**config.mk**
```make
export PLATFORM = sky130hd
export DESIGN_NAME = nvcoef_store
export DESIGN_NICKNAME = d
export VERILOG_FILES = /design/src/rtl/nvcoef_pkg.sv /design/src/rtl/nvcoef_req.sv /design/src/rtl/nvcoef_ctrl.sv /design/src/rtl/nvcoef_cell.sv /design/src/rtl/nvcoef_store.sv
export SDC_FILE = /design/constraint.sdc
export NUM_CORES = 1
export LEC_CHECK = 0
export BUFFER_PORTS_ARGS = -buffer_cell sky130_fd_sc_hd__buf_4
export CAP_MARGIN = 20
export CORE_MARGIN = 2
export CORE_UTILIZATION = 40
export CTS_CLUSTER_SIZE = 28
export DETAILED_ROUTE_END_ITERATION = 10
export GPL_TIMING_DRIVEN = 0
export PLACE_DENSITY = 0.71
export REMOVE_ABC_BUFFERS = 1
export SETUP_SLACK_MARGIN = 0.1
export SYNTH_ARGS = -nofsm -noshare
export SYNTH_HDL_FRONTEND = slang
export SYNTH_HIERARCHICAL = 1
export SYNTH_SLANG_ARGS = --single-unit
```
**constraint.sdc**
```tcl
create_clock -name clk -period 1.5 [get_ports clk]
set_input_delay 0.225 -clock clk [delete_from_list [all_inputs] [get_ports clk]]
set_output_delay 0.225 -clock clk [all_outputs]
set_load 0.01 [all_outputs]
```
**src/rtl/nvcoef_pkg.sv**
```systemverilog
package nvcoef_pkg;
  typedef enum logic [1:0] {
    ST_IDLE = 2'd0,
    ST_CAPT = 2'd1,
    ST_PROG = 2'd2
  } nvcoef_state_e;
endpackage

```
**src/rtl/nvcoef_req.sv**
```systemverilog
module nvcoef_req #(
  parameter int DATA_W = 7
) (
  input  logic              clk,
  input  logic              rst_n,
  input  logic              idle,
  input  logic              store_n,
  input  logic [DATA_W-1:0] man_data,
  input  logic              prog_en,
  input  logic              man_en,
  input  logic              cal_valid,
  input  logic [DATA_W-1:0] cal_data,
  output logic              cal_ready,
  output logic              go,
  output logic [DATA_W-1:0] go_data
);
  logic store_prev;
  logic man_edge;
  logic cal_fire;
  logic man_fire;

  // previous store bit resets to 0 so a bit held low out of reset never fires
  always_ff @(posedge clk or negedge rst_n) begin
    if (!rst_n) store_prev <= 1'b0;
    else        store_prev <= store_n;
  end

  assign man_edge  = store_prev & ~store_n;
  assign cal_ready = idle;
  assign cal_fire  = cal_valid & idle;
  // calibration wins a same-cycle clash; an edge while busy is consumed and lost
  assign man_fire  = man_edge & idle & ~cal_valid & man_en;
  assign go        = prog_en & (cal_fire | man_fire);
  assign go_data   = cal_fire ? cal_data : man_data;
endmodule

```
**src/rtl/nvcoef_ctrl.sv**
```systemverilog
module nvcoef_ctrl
  import nvcoef_pkg::*;
#(
  parameter int DATA_W = 7
) (
  input  logic              clk,
  input  logic              rst_n,
  input  logic              go,
  input  logic [DATA_W-1:0] go_data,
  input  logic              cell_done,
  output logic              idle,
  output logic              cap_pulse,
  output logic [DATA_W-1:0] cap_data
);
  nvcoef_state_e state_q;
  logic [DATA_W-1:0] data_q;

  always_ff @(posedge clk or negedge rst_n) begin
    if (!rst_n) begin
      state_q <= ST_IDLE;
      data_q  <= '0;
    end else begin
      unique case (state_q)
        ST_IDLE: if (go) begin
          state_q <= ST_CAPT;
          data_q  <= go_data;
        end
        ST_CAPT: state_q <= ST_PROG;
        ST_PROG: if (cell_done) state_q <= ST_IDLE;
        default: state_q <= ST_IDLE;
      endcase
    end
  end

  assign idle      = (state_q == ST_IDLE);
  assign cap_pulse = (state_q == ST_CAPT);
  assign cap_data  = data_q;
endmodule

```
**src/rtl/nvcoef_cell.sv**
```systemverilog
module nvcoef_cell #(
  parameter int DATA_W      = 7,
  parameter int PROG_CYCLES = 1000
) (
  input  logic              clk,
  input  logic              rst_n,
  input  logic              start,
  input  logic [DATA_W-1:0] din,
  output logic              done,
  output logic [DATA_W-1:0] dout
);
  localparam int CNT_W = $clog2(PROG_CYCLES + 1);

  logic [CNT_W-1:0]  cnt_q;
  logic [DATA_W-1:0] pend_q;
  logic [DATA_W-1:0] mem_q;

  assign done = (cnt_q == CNT_W'(1));

  always_ff @(posedge clk or negedge rst_n) begin
    if (!rst_n) begin
      cnt_q  <= '0;
      pend_q <= '0;
      mem_q  <= '0;
    end else if (start) begin
      cnt_q  <= CNT_W'(PROG_CYCLES);
      pend_q <= din;
    end else if (cnt_q != '0) begin
      cnt_q <= cnt_q - CNT_W'(1);
      if (done) mem_q <= pend_q;
    end
  end

  assign dout = mem_q;
endmodule

```
**src/rtl/nvcoef_store.sv**
```systemverilog
module nvcoef_store #(
  parameter int DATA_W      = 7,
  parameter int PROG_CYCLES = 1000
) (
  input  logic              clk,
  input  logic              rst_n,
  input  logic              store_n,
  input  logic [DATA_W-1:0] man_data,
  input  logic              prog_en,
  input  logic              man_en,
  input  logic              cal_valid,
  input  logic [DATA_W-1:0] cal_data,
  output logic              cal_ready,
  output logic              ready,
  output logic              cap_pulse,
  output logic [DATA_W-1:0] cap_data,
  output logic [DATA_W-1:0] nv_word
);
  logic              idle;
  logic              go;
  logic [DATA_W-1:0] go_data;
  logic              cell_done;

  nvcoef_req #(.DATA_W(DATA_W)) u_req (
    .clk(clk), .rst_n(rst_n), .idle(idle), .store_n(store_n),
    .man_data(man_data), .prog_en(prog_en), .man_en(man_en),
    .cal_valid(cal_valid), .cal_data(cal_data), .cal_ready(cal_ready),
    .go(go), .go_data(go_data)
  );

  nvcoef_ctrl #(.DATA_W(DATA_W)) u_ctrl (
    .clk(clk), .rst_n(rst_n), .go(go), .go_data(go_data),
    .cell_done(cell_done), .idle(idle), .cap_pulse(cap_pulse),
    .cap_data(cap_data)
  );

  nvcoef_cell #(.DATA_W(DATA_W), .PROG_CYCLES(PROG_CYCLES)) u_cell (
    .clk(clk), .rst_n(rst_n), .start(cap_pulse), .din(cap_data),
    .done(cell_done), .dout(nv_word)
  );

  assign ready = idle;
endmodule

```
Yosys cells after proc, flatten, opt, wreduce, memory -nomap -nowiden
Index checks and enable logic that the tools add are counted.
Word-level totals
  output and inout bits: 17
  register bits: 34
  logic and storage cells: 34
Cells by class
  reductions and logical operators: 6
  equal/unequal tests: 5
  bitwise logic cells: 10
  mux-type cells: 6
  add/sub/neg operators: 1
Operators with widths (count)
  $mux W10: 2
  $eq A10 B1 Y1 const B: 1
  $reduce_bool A10 Y1: 1
  $sub A10 B1 Y10 const B: 1
  $mux W7: 1
  $and A1 B1 Y1: 6
  $pmux W2 S3: 1
  $mux W2: 2
  $ne A2 B2 Y1 const B: 2
  $reduce_and A2 Y1: 2
  $not A1 Y1: 3
  $reduce_and A3 Y1: 1
  $eq A2 B1 Y1 const B: 1
  $eq A2 B2 Y1 const B: 1
  $logic_not A2 Y1: 1
  $reduce_bool A2 Y1: 1
  $or A1 B1 Y1: 1

Longest topological paths before layout
Gate-level depths: netlist (run 1).
  depth after elaboration: 9
  mapped depth: 6

Modules after synthesis
The synthesis (run 1) kept the hierarchy.
Modules (own cells, without submodules)
  nvcoef_cell: seq. area each 600.6 µm², instances 1, cells each 89, area each 1098.6 µm²
  nvcoef_ctrl: seq. area each 225.2 µm², instances 1, cells each 21, area each 346.6 µm²
  nvcoef_req: seq. area each 25.0 µm², instances 1, cells each 12, area each 136.4 µm²

Least setup slack after synthesis (run 1)
Ideal clock, no wire load.
  path type: register to register
  start point: register u_ctrl.state_q[0]
  end point: register u_ctrl.data_q[0], in the netlist u_ctrl/cap_data[0]
  slack: -0.223 ns
  stages on the path, launching flop included: 5
  data arrival time: 1.598 ns
  path buffers: 0
  clock period less this slack: 1.723 ns
  cells stage by stage: dfrtp_1 nor2_1 o211a_1 nor3b_4 mux2_2
On the way
  longest elaborated chain between the ends: 7
  elaborated cells on any way between the ends: 9
  those cells by class: mux: 1; bitwise: 6; reduce/logical: 2
Ends and longest elaborated chain
  from (decl): RTL line nvcoef_ctrl.sv:15  | nvcoef_state_e state_q;
  from (signal assigned): RTL line nvcoef_ctrl.sv:20  | state_q <= ST_IDLE;
  from (signal assigned): RTL line nvcoef_ctrl.sv:25  | state_q <= ST_CAPT;
  from (signal assigned): RTL line nvcoef_ctrl.sv:28  | ST_CAPT: state_q <= ST_PROG;
  $logic_not A2 Y1 *: RTL line nvcoef_ctrl.sv:35  | assign idle = (state_q == ST_IDLE);
  named net ready: RTL line nvcoef_store.sv:14  | output logic ready,
  $and A1 B1 Y1 (3 in series): RTL line nvcoef_req.sv:32  | assign man_fire = man_edge & idle & ~cal_valid & man_en;
  $or A1 B1 Y1 *: RTL line nvcoef_req.sv:33  | assign go = prog_en & (cal_fire | man_fire);
  $and A1 B1 Y1 *: RTL line nvcoef_req.sv:33
  named net go: RTL line nvcoef_store.sv:20  | logic go;
  $reduce_and A2 Y1 (no line) *
  to (signal assigned): RTL line nvcoef_ctrl.sv:26  | data_q <= go_data;
  to (decl): RTL line nvcoef_ctrl.sv:16  | logic [DATA_W-1:0] data_q;
The timed path passes the listed nets; every way through them passes the cells marked *.
A chain may end at the register's enable or synchronous reset.

Worst setup path after layout (run 1)
  start point: register u_cell.cnt_q[1]
  end point: register u_cell.cnt_q[1]
On the way
  longest elaborated chain between the ends: 3
  elaborated cells on any way between the ends: 5
  those cells by class: add/sub: 1; mux: 2; reduce/logical: 2
Ends and longest elaborated chain
  from (decl): RTL line nvcoef_cell.sv:14  | logic [CNT_W-1:0] cnt_q;
  from (signal assigned): RTL line nvcoef_cell.sv:26  | cnt_q <= CNT_W'(PROG_CYCLES);
  from (signal assigned): RTL line nvcoef_cell.sv:29  | cnt_q <= cnt_q - CNT_W'(1);
  $sub A10 B1 Y10: RTL line nvcoef_cell.sv:29
  $mux W10: RTL line nvcoef_cell.sv:28  | end else if (cnt_q != '0) begin
  $mux W10: RTL line nvcoef_cell.sv:25  | end else if (start) begin
Parallel ways exist; a longest one is shown, timed or not. The select of a mux whose other input is x is not followed.

==> impl_metrics.env, run 1 <==
export IMPL_async_reset_ff_share_pct=100
export IMPL_finalSetupViolations=24
export IMPL_fmax_ghz=0.592
export IMPL_hold_violations=0
export IMPL_place_congestion=0.735
export IMPL_syn_inst=122
export IMPL_antennaDiodeCount=0
export IMPL_worst_slew_margin_rel_pct=71.4
export IMPL_cts_clk_slew_worst_paths_ns=0.07
export IMPL_worst_pin_slew_ns=0.429
export IMPL_drive_above_1_share_pct=66.3
export IMPL_fp_coreArea_sq_um=3740
export IMPL_dieArea_sq_um=4470
export IMPL_clkLatencyLatePin_ns=0.28
export IMPL_fin_cells=235
export IMPL_syn_avg_cell_area_sq_um=13.0
export IMPL_start_kind="flip-flop"
export IMPL_finalMaxSlewViolations=0
export IMPL_cp_cell_sequence="inv_2 -> ha_4 -> or3b_4 -> o31a_1 -> a211oi_2"
export IMPL_cts_sinks=34
export IMPL_synth_area_leaders="dfrtp_1 54%, mux2_2 20%, ha_1 1.6%"
export IMPL_die_y_um=66.9
export IMPL_ys_ff_latch=34
export IMPL_htreeDepth=2
export IMPL_synth_top_area_share_pct=53.8
export IMPL_place_inst=202
export IMPL_critical_path_class="reg -> reg"
export IMPL_grt_pass1_wl_um=6380
export IMPL_overflow=0
export IMPL_slowest_delay_ns=0.44
export IMPL_worstPathRequired_ns=1.69
export IMPL_end_kind="flip-flop"
export IMPL_finalNetCount=208
export IMPL_drt_total_wl_um=4100
export IMPL_yosysMostFrequentCell="dfrtp_1"
export IMPL_seq_area_frac_synth_pct=53.8
export IMPL_tns_ns=-2.76
export IMPL_syn_to_final_growth_pct=54.7
export IMPL_setup_ws_ns=-0.189
export IMPL_drt_initial_drc_count=95
export IMPL_drtAntennaViolNets=0
export IMPL_synth_top_cell_by_area="dfrtp_1"
export IMPL_p_leak_nw=1.15
export IMPL_post_route_min_period_ns=1.69
export IMPL_clk_path_buf_depth=2
export IMPL_synth_main_ff_cell="dfrtp_1"
export IMPL_irDropWorstVdd_uv=1160
export IMPL_rsz0062_at_grt="true"
export IMPL_num_vias=1287
export IMPL_period_share_pct=113
export IMPL_io_pins=37
export IMPL_wl_per_cell_um=17.4
export IMPL_grt_pass1_vias=1345
export IMPL_dr_pass1_iters=4
export IMPL_syn_area_sq_um=1580
export IMPL_fillCellCount=280
export IMPL_antenna_found_initial=0
export IMPL_dpl_hpwl_um=2280
export IMPL_synth_warnings=6
export IMPL_critPathArrivalTime_ns=1.88
export IMPL_grt_usage_pct=19.2
export IMPL_grt_max_degree=35
export IMPL_failed_checks="setup timing"
export IMPL_p_per_area_nw_per_um2=1870
export IMPL_initial_utilization_pct=42.2
export IMPL_die_w_um=66.9
export IMPL_clock_skew_ns=0.00304
export IMPL_drv_cap=0
export IMPL_cp_slowest_cell="or3b_4"
export IMPL_drc=0
export IMPL_io_buffers=36
export IMPL_viasPerCell=5.48
export IMPL_synth_edf_count=0
export IMPL_cts_buffers=5
export IMPL_status="finished with violations"
export IMPL_hold_path_class="in -> reg"
export IMPL_synth_distinct_cells=39
export IMPL_place_ws_ns=-0.425
export IMPL_synthTopCellsByCount="34 x dfrtp_1, 28 x mux2_2, 4 x inv_1, 4 x or3_1"
export IMPL_rows=22
export IMPL_cts_tree="yes"
export IMPL_path_max_fanout=6
export IMPL_cts_root_buf="clkbuf_8"
export IMPL_power_mw=4.57
==> through the flow <==
stage                     hold WS, ns  area, sq um  util [%]
final                          0.0595         2450      65.3
after global routing           0.0438         2450      65.3
after CTS                      0.0555         2320      61.9
after detailed placement        0.196         1900      50.6
after global placement          0.192         1890      50.4
after floorplan               -0.0706         1560         -
==> routing by layer <==
metal | part of all wire, % | routed length [um] | up-vias | track usage (%)
met5 | 0 | 0 | - | 0
met4 | 1.3 | 55 | 0 | 5.61
met3 | 6.1 | 249 | 6 | 6.25
met2 | 50 | 2040 | 41 | 30.9
met1 | 43 | 1750 | 656 | 24.8
li1 | - | - | 584 | -
==> critical path, delay by kind of cell (launching register included) <==
kind,cells,cell delay [ns]
buffers and inverters,1,0.11
flip-flops,1,0.42
AND/OR/NAND/NOR,1,0.44
adder cells (fa/ha/maj),1,0.15
AO/OA/AOI/OAI,2,0.48
==> cell usage in the layout (no fill, tap or decap), drive strengths merged <==
master       netlist  routed
dlygate4sd3        0       1
nor2               2       2
clkbuf             3       7
nand3              3       3
o311ai             2       2
and3b              1       1
nor3b              4       4
nand4b             1       1
o41ai              1       1
o31ai              3       3
a31o               1       1
o31a               1       1
or3                4       4
dfrtp             34      34
nor3               4       4
or3b               1       1
nand2b             1       1
buf                2      61
a31oi              1       1
a211oi             1       1
o211ai             3       3
inv                4       4
o211a              1       1
o21ai              2       2
a21oi              2       2
nand2              3       3
a211o              1       1
or2                1       1
nor4               1       1
ha                 2       2
and3               1       1
or4                1       1
nand4              1       1
clkinv             0       1
mux2              28      28
nor2b              1       1
==> final timing paths <==
check | from | cells after the start | end | slack (ns)
worst min-delay path | store_n | 1 | u_req/store_prev | 0.06
min in group asynchronous | rst_n | 2 | u_ctrl/state_q[0] | 0.43
worst min register to register | u_cell/pend_q[3] | 1 | u_cell/dout[3] | 0.51
worst max register to register | u_cell/cnt_q[1] | 5 | u_cell/cnt_q[1] | -0.19
max in group asynchronous | rst_n | 2 | u_cell/cnt_q[2] | 0.75
worst max-delay path | u_cell/cnt_q[1] | 5 | u_cell/cnt_q[1] | -0.19
==> power by group <==
part	switching, mW	total [mW]	internal [mW]
Sequential	0.414	1.69	1.27
Combinational	0.887	2.20	1.31
Clock	0.317	0.687	0.370
Total	1.62	4.57	2.96
==> state kept, by name, summed over array words and instances (netlist names) <==
register	flops
u_cell/pend_q	7
u_ctrl/state_q	2
u_cell/cnt_q	10
u_ctrl/cap_data	7
u_cell/dout	7
u_req/store_prev	1
==> repair_timing <==
action                                  in CTS  in global routing
pin swaps                                   13                  5
hold buffers                                 1                  0
endpoints found under the hold margin       34                  0
gates resized for setup                     41                 17
gates cloned                                 0                  0
endpoints found under the setup margin      32                 26
buffers inserted                            19                  5
==> logic make-up (layout without fill, tap and decap cells) <==
group                      after synthesis  in the layout  share of synthesized area [%]
muxes                                   28             28                           19.9
and+or+nand+nor                         30             30                           13.3
adders and majority gates                2              2                           1.58
DFF                                     34             34                           53.8
buffers and inverters                    9             74                           2.45
AOI/OAI and AO/OA                       19             19                           8.94
==> final cells by class <==
cell class,count,area (sq um),share of cell area [%]
clock buffer,7,86.3,3.53
clock inverter,1,5.00,0.205
inverter,4,15.0,0.614
multi-input combinational,79,890,36.4
sequential,34,856,35.0
tap,48,60.1,2.46
timing repair buffer,62,534,21.8
Power figures use the tool's default switching activity.
==> inputs of run 2 (changes only) <==
--- a/config.mk
+++ b/config.mk
@@ -5,14 +5,17 @@
 export SDC_FILE = /design/constraint.sdc
 export NUM_CORES = 1
 export LEC_CHECK = 0
+export ABC_AREA = 1
 export BUFFER_PORTS_ARGS = -buffer_cell sky130_fd_sc_hd__buf_4
 export CAP_MARGIN = 20
+export CELL_PAD_IN_SITES_DETAIL_PLACEMENT = 1
+export CELL_PAD_IN_SITES_GLOBAL_PLACEMENT = 2
 export CORE_MARGIN = 2
-export CORE_UTILIZATION = 40
+export CORE_UTILIZATION = 28
 export CTS_CLUSTER_SIZE = 28
 export DETAILED_ROUTE_END_ITERATION = 10
 export GPL_TIMING_DRIVEN = 0
-export PLACE_DENSITY = 0.71
+export PLACE_DENSITY = 0.8
 export REMOVE_ABC_BUFFERS = 1
 export SETUP_SLACK_MARGIN = 0.1
 export SYNTH_ARGS = -nofsm -noshare
==> run 2 against run 1 <==
Effect of this change:
- the run now ends clean
- sequential share of layout area shrank 1.4 points
- power is 6.7% lower
- combinational power decreased by 22%
- area after synthesis is 8.8% higher
- sequential power is 10% lower
- cell count rose by 43%
- register-to-register slack better by 0.30 ns
- synthesized cell count rose by 66%
- critical path type unchanged
==> impl_metrics.env, run 2 <==
export IMPL_seq_area_frac_synth_pct=49.5
export IMPL_worstHoldStart="store_n"
export IMPL_cts_tree="yes"
export IMPL_place_congestion=0.725
export IMPL_synth_top_cell_by_area="dfrtp_1"
export IMPL_cts_buffers=5
export IMPL_synthTopCellsByCount="57 x nand2_1, 34 x dfrtp_1, 26 x nand3_1, 24 x inv_1, 11 x nor2_1"
export IMPL_drt_total_wl_um=4290
export IMPL_end_kind="flip-flop"
export IMPL_synth_warnings=6
export IMPL_dr_pass1_iters=4
export IMPL_syn_to_final_growth_pct=47.9
export IMPL_rows=28
export IMPL_fp_coreArea_sq_um=5920
export IMPL_period_share_pct=92.8
export IMPL_drtAntennaViolNets=0
export IMPL_io_pins=37
export IMPL_grt_pass1_wl_um=6890
export IMPL_syn_inst=203
export IMPL_finalSetupViolations=0
export IMPL_ys_ff_latch=34
export IMPL_r2r_start="u_ctrl/state_q[1]"
export IMPL_post_route_min_period_ns=1.39
export IMPL_fin_util_pct=43.0
export IMPL_drt_initial_drc_count=42
export IMPL_async_reset_ff_share_pct=100
export IMPL_antenna_found_initial=0
export IMPL_p_leak_nw=1.27
export IMPL_worst_pin_slew_ns=0.440
export IMPL_dpl_hpwl_um=2730
export IMPL_path_max_fanout=8
export IMPL_num_vias=1504
export IMPL_final_cell_mix="51 x buf_4, 43 x nand2_1, 31 x dfrtp_1"
export IMPL_top_register="u_cell/cnt_q"
export IMPL_irDropWorstVdd_uv=600
export IMPL_synth_distinct_cells=26
export IMPL_synth_area_leaders="dfrtp_1 49%, nand2_1 12%, nand3_1 7.6%"
export IMPL_critical_path_startpoint="u_ctrl/state_q[1]"
export IMPL_worstPathRequired_ns=1.68
export IMPL_finalNetCount=283
export IMPL_cts_clk_slew_worst_paths_ns=0.07
export IMPL_fmax_ghz=0.718
export IMPL_hold_violations=0
export IMPL_synth_main_ff_cell="dfrtp_1"
export IMPL_setup_ws_ns=0.108
export IMPL_start_kind="flip-flop"
export IMPL_p_per_area_nw_per_um2=1680
export IMPL_htreeDepth=2
export IMPL_hold_path_class="in -> reg"
export IMPL_clock_skew_ns=0.00784
export IMPL_drc=0
export IMPL_initial_utilization_pct=29.1
export IMPL_grt_max_degree=35
export IMPL_ff2ff_setup_slack_ns=0.11
export IMPL_rsz0062_at_grt="true"
export IMPL_overflow=0
export IMPL_clkLatencyLatePin_ns=0.29
export IMPL_grt_pass1_vias=1525
export IMPL_dieArea_sq_um=6790
export IMPL_synth_top_area_share_pct=49.5
export IMPL_largest_reg_flops=10
export IMPL_wl_per_cell_um=12.7
export IMPL_syn_avg_cell_area_sq_um=8.47
export IMPL_cts_root_buf="clkbuf_8"
export IMPL_grt_usage_pct=13.5
export IMPL_critical_path_class="reg -> reg"
export IMPL_syn_area_sq_um=1720
export IMPL_clk_path_buf_depth=2
export IMPL_yosysMostFrequentCell="nand2_1"
export IMPL_place_ws_ns=-0.419
export IMPL_critPathArrivalTime_ns=1.58
export IMPL_die_w_um=82.4
export IMPL_drive_above_1_share_pct=43.1
export IMPL_final_common_cell="buf_4"
export IMPL_worst_slew_margin_rel_pct=70.6
export IMPL_drv_cap=0
export IMPL_finalMaxSlewViolations=0
export IMPL_antennaDiodeCount=0
export IMPL_status="finished clean"
export IMPL_io_buffers=36
export IMPL_die_y_um=82.4
export IMPL_cts_sinks=34
export IMPL_viasPerCell=4.46
export IMPL_synth_edf_count=0
-- run 2: cell count changes after synthesis, sizes merged, moves of 4 or more --
cell   change
o21ai     +16
nand2     +59
nor3       -4
buf        +5
mux2      -28
nor3b      -4
or3        -4
nor2      +15
nand3     +23
inv       +22
-- run 2: worst paths after layout --
path	endpoint	cells after the start
worst max-delay path	u_ctrl/cap_data[0]	8
worst min-delay path	u_req/store_prev	1
worst max register to register	u_ctrl/cap_data[0]	8
worst min register to register	u_ctrl/cap_data[1]	2
max in group asynchronous	u_ctrl/state_q[1]	2
min in group asynchronous	u_cell/cnt_q[8]	2
-- run 2: final cells by class --
type / count / area [sq um]
fillers: 697 / 3380
well taps: 75 / 93.8
clock buffers: 5 / 68.8
inverters: 26 / 105
flip-flops and latches: 34 / 855
clock inverters: 3 / 68.8
repair buffers: 58 / 487
multi-input cells: 136 / 867
-- run 2: report_power, final --
group / total [mW] / switching [mW] / internal, mW
clock network: 1.03 / 0.369 / 0.666
logic: 1.72 / 0.922 / 0.796
registers: 1.52 / 0.284 / 1.23
total: 4.27 / 1.57 / 2.69
-- run 2: metrics by stage --
stage,power (mW),instances,hold WS (ns),setup TNS (ns),cell area [sq um]
2_1_floorplan,2.31,196,-0.0706,-4.76,1670
3_3_place_gp,2.74,307,0.207,-16.15,2030
3_5_place_dp,2.79,308,0.206,-4.57,2040
4_1_cts,4.03,329,0.0607,0,2340
5_1_grt,4.60,337,0.0546,0,2540
6_report,4.27,337,0.0691,0,2540
-- run 2: logic make-up (layout without fill, tap and decap cells) --
logic type                 after synthesis  after routing  synth area share, %
and+or+nand+nor                        111            111                 31.7
DFF                                     34             34                 49.5
buffers and inverters                   33             92                 8.80
AOI/OAI and AO/OA                       22             22                 8.07
adders and majority gates                2              2                 1.45
xor gates and xnor gates                 1              1                0.509
-- run 2: routing by layer --
| metal | global-route usage [%] | vias to the layer above | routed length [um] |
|---|---|---|---|
| met3 | 3.37 | 5 | 186 |
| met2 | 22.2 | 34 | 2110 |
| met4 | 5.33 | 0 | 65 |
| li1 | - | 756 | - |
| met5 | 0 | - | 0 |
| met1 | 16.8 | 709 | 1930 |
-- run 2: timing repair --
action	in CTS	in global routing
hold buffers	1	0
gates resized for setup	15	35
pin swaps	9	16
endpoints found under the setup margin	29	28
cloned	0	1
hold endpoints to repair	34	0
setup buffers	12	7
-- run 2: critical path, cell delays in order (launching register included) --
cell     delay (ns)
dfrtp_2        0.47
nor2_8         0.16
nand2_2        0.06
inv_2          0.05
nand2_2        0.06
a21oi_4        0.24
nand2_4        0.13
nand2_1        0.08
nand2_1        0.04
==> inputs of run 3 (changes only) <==
--- a/config.mk
+++ b/config.mk
@@ -15,7 +15,7 @@
 export CTS_CLUSTER_SIZE = 28
 export DETAILED_ROUTE_END_ITERATION = 10
 export GPL_TIMING_DRIVEN = 0
-export PLACE_DENSITY = 0.8
+export PLACE_DENSITY_LB_ADDON = 0.1
 export REMOVE_ABC_BUFFERS = 1
 export SETUP_SLACK_MARGIN = 0.1
 export SYNTH_ARGS = -nofsm -noshare
==> run 3 against run 2 <==
Effect of this change:
- power decreased by 11%
- die area unchanged
- critical path depth decreased by 1
- critical path type unchanged
- critical endpoint is now u_cell/cnt_q[6]
- highest routed layer unchanged
==> impl_metrics.env, run 3 (same netlist as run 2, synthesis figures left out) <==
export IMPL_p_per_area_nw_per_um2=1570
export IMPL_cp_cell_sequence="inv_2 -> ha_4 -> nand2_4 -> nor2_4 -> nand2_4 -> nand3b_1 -> nand3_1"
export IMPL_worstPathRequired_ns=1.66
export IMPL_antenna_found_initial=0
export IMPL_dpl_hpwl_um=2810
export IMPL_end_kind="flip-flop"
export IMPL_place_area_sq_um=2040
export IMPL_cpLargestDelayFamily="simple AND/OR/NAND/NOR gates"
export IMPL_r2r_start="u_cell/cnt_q[0]"
export IMPL_dr_pass1_iters=4
export IMPL_status="finished clean"
export IMPL_worst_pin_slew_ns=0.445
export IMPL_period_share_pct=92.8
export IMPL_grt_pass1_vias=1516
export IMPL_cts_buffers=5
export IMPL_initial_utilization_pct=29.1
export IMPL_drc=0
export IMPL_finalNetCount=276
export IMPL_p_leak_nw=1.20
export IMPL_whs_path_depth=1
export IMPL_syn_to_final_growth_pct=40.1
export IMPL_htreeDepth=2
export IMPL_cts_root_buf="clkbuf_8"
export IMPL_fmax_ghz=0.718
export IMPL_path_max_fanout=8
export IMPL_grt_max_degree=35
export IMPL_worst_slew_margin_rel_pct=70.3
export IMPL_whs_ns=0.0770
export IMPL_final_common_cell="nand2_1"
export IMPL_clk_path_buf_depth=2
export IMPL_cp_slowest_cell="dfrtp_1"
export IMPL_cts_clk_slew_worst_paths_ns=0.07
export IMPL_rows=28
export IMPL_viasPerCell=4.44
export IMPL_die_w_um=82.4
export IMPL_setup_ws_ns=0.108
export IMPL_drtAntennaViolNets=0
export IMPL_top_register="u_cell/cnt_q"
export IMPL_drv_cap=0
export IMPL_die_y_um=82.4
export IMPL_rr_worst_depth=7
export IMPL_slowest_delay_ns=0.42
export IMPL_post_route_min_period_ns=1.39
export IMPL_io_buffers=36
export IMPL_worst_path_buf_inv=1
export IMPL_start_kind="flip-flop"
export IMPL_fillCellCount=689
export IMPL_cts_sinks=34
export IMPL_overflow=0
export IMPL_drt_initial_drc_count=42
export IMPL_grt_pass1_wl_um=7020
export IMPL_fp_coreArea_sq_um=5920
export IMPL_timing_rr_end="u_cell/cnt_q[6]"
export IMPL_finalMaxSlewViolations=0
export IMPL_num_vias=1460
export IMPL_dieArea_sq_um=6790
export IMPL_antennaDiodeCount=0
export IMPL_hold_path_class="in -> reg"
export IMPL_clock_skew_ns=0.00705
export IMPL_holdPathEnd="u_req/store_prev"
export IMPL_final_cell_mix="47 x nand2_1, 42 x buf_4, 31 x dfrtp_1"
export IMPL_final_area_sq_um=2410
export IMPL_grt_usage_pct=13.8
export IMPL_place_congestion=0.716
export IMPL_ff2ff_setup_slack_ns=0.11
export IMPL_hold_violations=0
export IMPL_io_pins=37
export IMPL_cts_tree="yes"
export IMPL_rsz0062_at_grt="true"
export IMPL_drt_total_wl_um=4230
export IMPL_finalSetupViolations=0
export IMPL_largest_reg_flops=10
export IMPL_worstHoldStart="store_n"
export IMPL_clkLatencyLatePin_ns=0.28
export IMPL_critical_path_class="reg -> reg"
export IMPL_place_ws_ns=-0.417
export IMPL_drive_above_1_share_pct=39.8
export IMPL_wl_per_cell_um=12.9
export IMPL_critPathArrivalTime_ns=1.56
export IMPL_crit_top_cell="nand2_4"
export IMPL_irDropWorstVdd_uv=555
run 3: area by class of cell:
| type | count | area [sq um] | area share, % |
|---|---|---|---|
| flip-flops and latches | 34 | 855 | 35.4 |
| multi-input cells | 136 | 837 | 34.7 |
| repair buffers | 51 | 447 | 18.5 |
| inverters | 26 | 100 | 4.15 |
| well taps | 75 | 93.8 | 3.89 |
| clock buffers | 5 | 68.8 | 2.85 |
| clock inverters | 2 | 10.0 | 0.415 |
run 3: timing repair:
action,in CTS,in global routing
gates resized for setup,16,23
buffers inserted,9,3
setup endpoints to repair,34,24
gates cloned,0,1
endpoints found under the hold margin,34,0
hold buffers,1,0
pin swaps,6,13
run 3: stage by stage:
| stage | utilization, % | power (mW) | TNS (ns) | instances |
|---|---|---|---|---|
| after floorplan | - | 2.31 | -4.76 | 196 |
| after global placement | 34.3 | 2.79 | -18.45 | 307 |
| after detailed placement | 34.5 | 2.81 | -4.55 | 308 |
| after CTS | 38.5 | 3.70 | 0 | 325 |
| after global routing | 40.7 | 4.14 | 0 | 329 |
| final | 40.7 | 3.78 | 0 | 329 |
run 3: worst max-delay path by stage:
stage	start	slack, ns	depth (start not counted)	endpoint
3_5_place_dp	u_ctrl/state_q[0]	-0.42	7	u_cell/dout[5]
3_3_place_gp	u_ctrl/state_q[0]	-1.11	7	u_cell/dout[5]
2_1_floorplan	u_ctrl/state_q[0]	-0.48	7	u_cell/dout[5]
5_1_grt	u_ctrl/state_q[1]	0.03	8	u_ctrl/cap_data[2]
4_1_cts	u_ctrl/state_q[1]	0.08	8	u_ctrl/cap_data[6]
6_report	u_cell/cnt_q[0]	0.11	7	u_cell/cnt_q[6]
run 3: metal layers:
| layer | GRT usage [%] | vias to the layer above | wire, um |
|---|---|---|---|
| li1 | - | 745 | - |
| met1 | 17.3 | 678 | 1870 |
| met2 | 22.3 | 33 | 2090 |
| met3 | 3.80 | 4 | 205 |
| met4 | 6.00 | 0 | 69 |
| met5 | 0 | - | 0 |
run 3: report_power, final:
part / switching [mW] / total, mW / internal [mW] / leakage (nW)
Clock: 0.333 / 0.645 / 0.312 / 0.0438
Sequential: 0.285 / 1.51 / 1.23 / 0.419
Combinational: 0.874 / 1.62 / 0.751 / 0.737
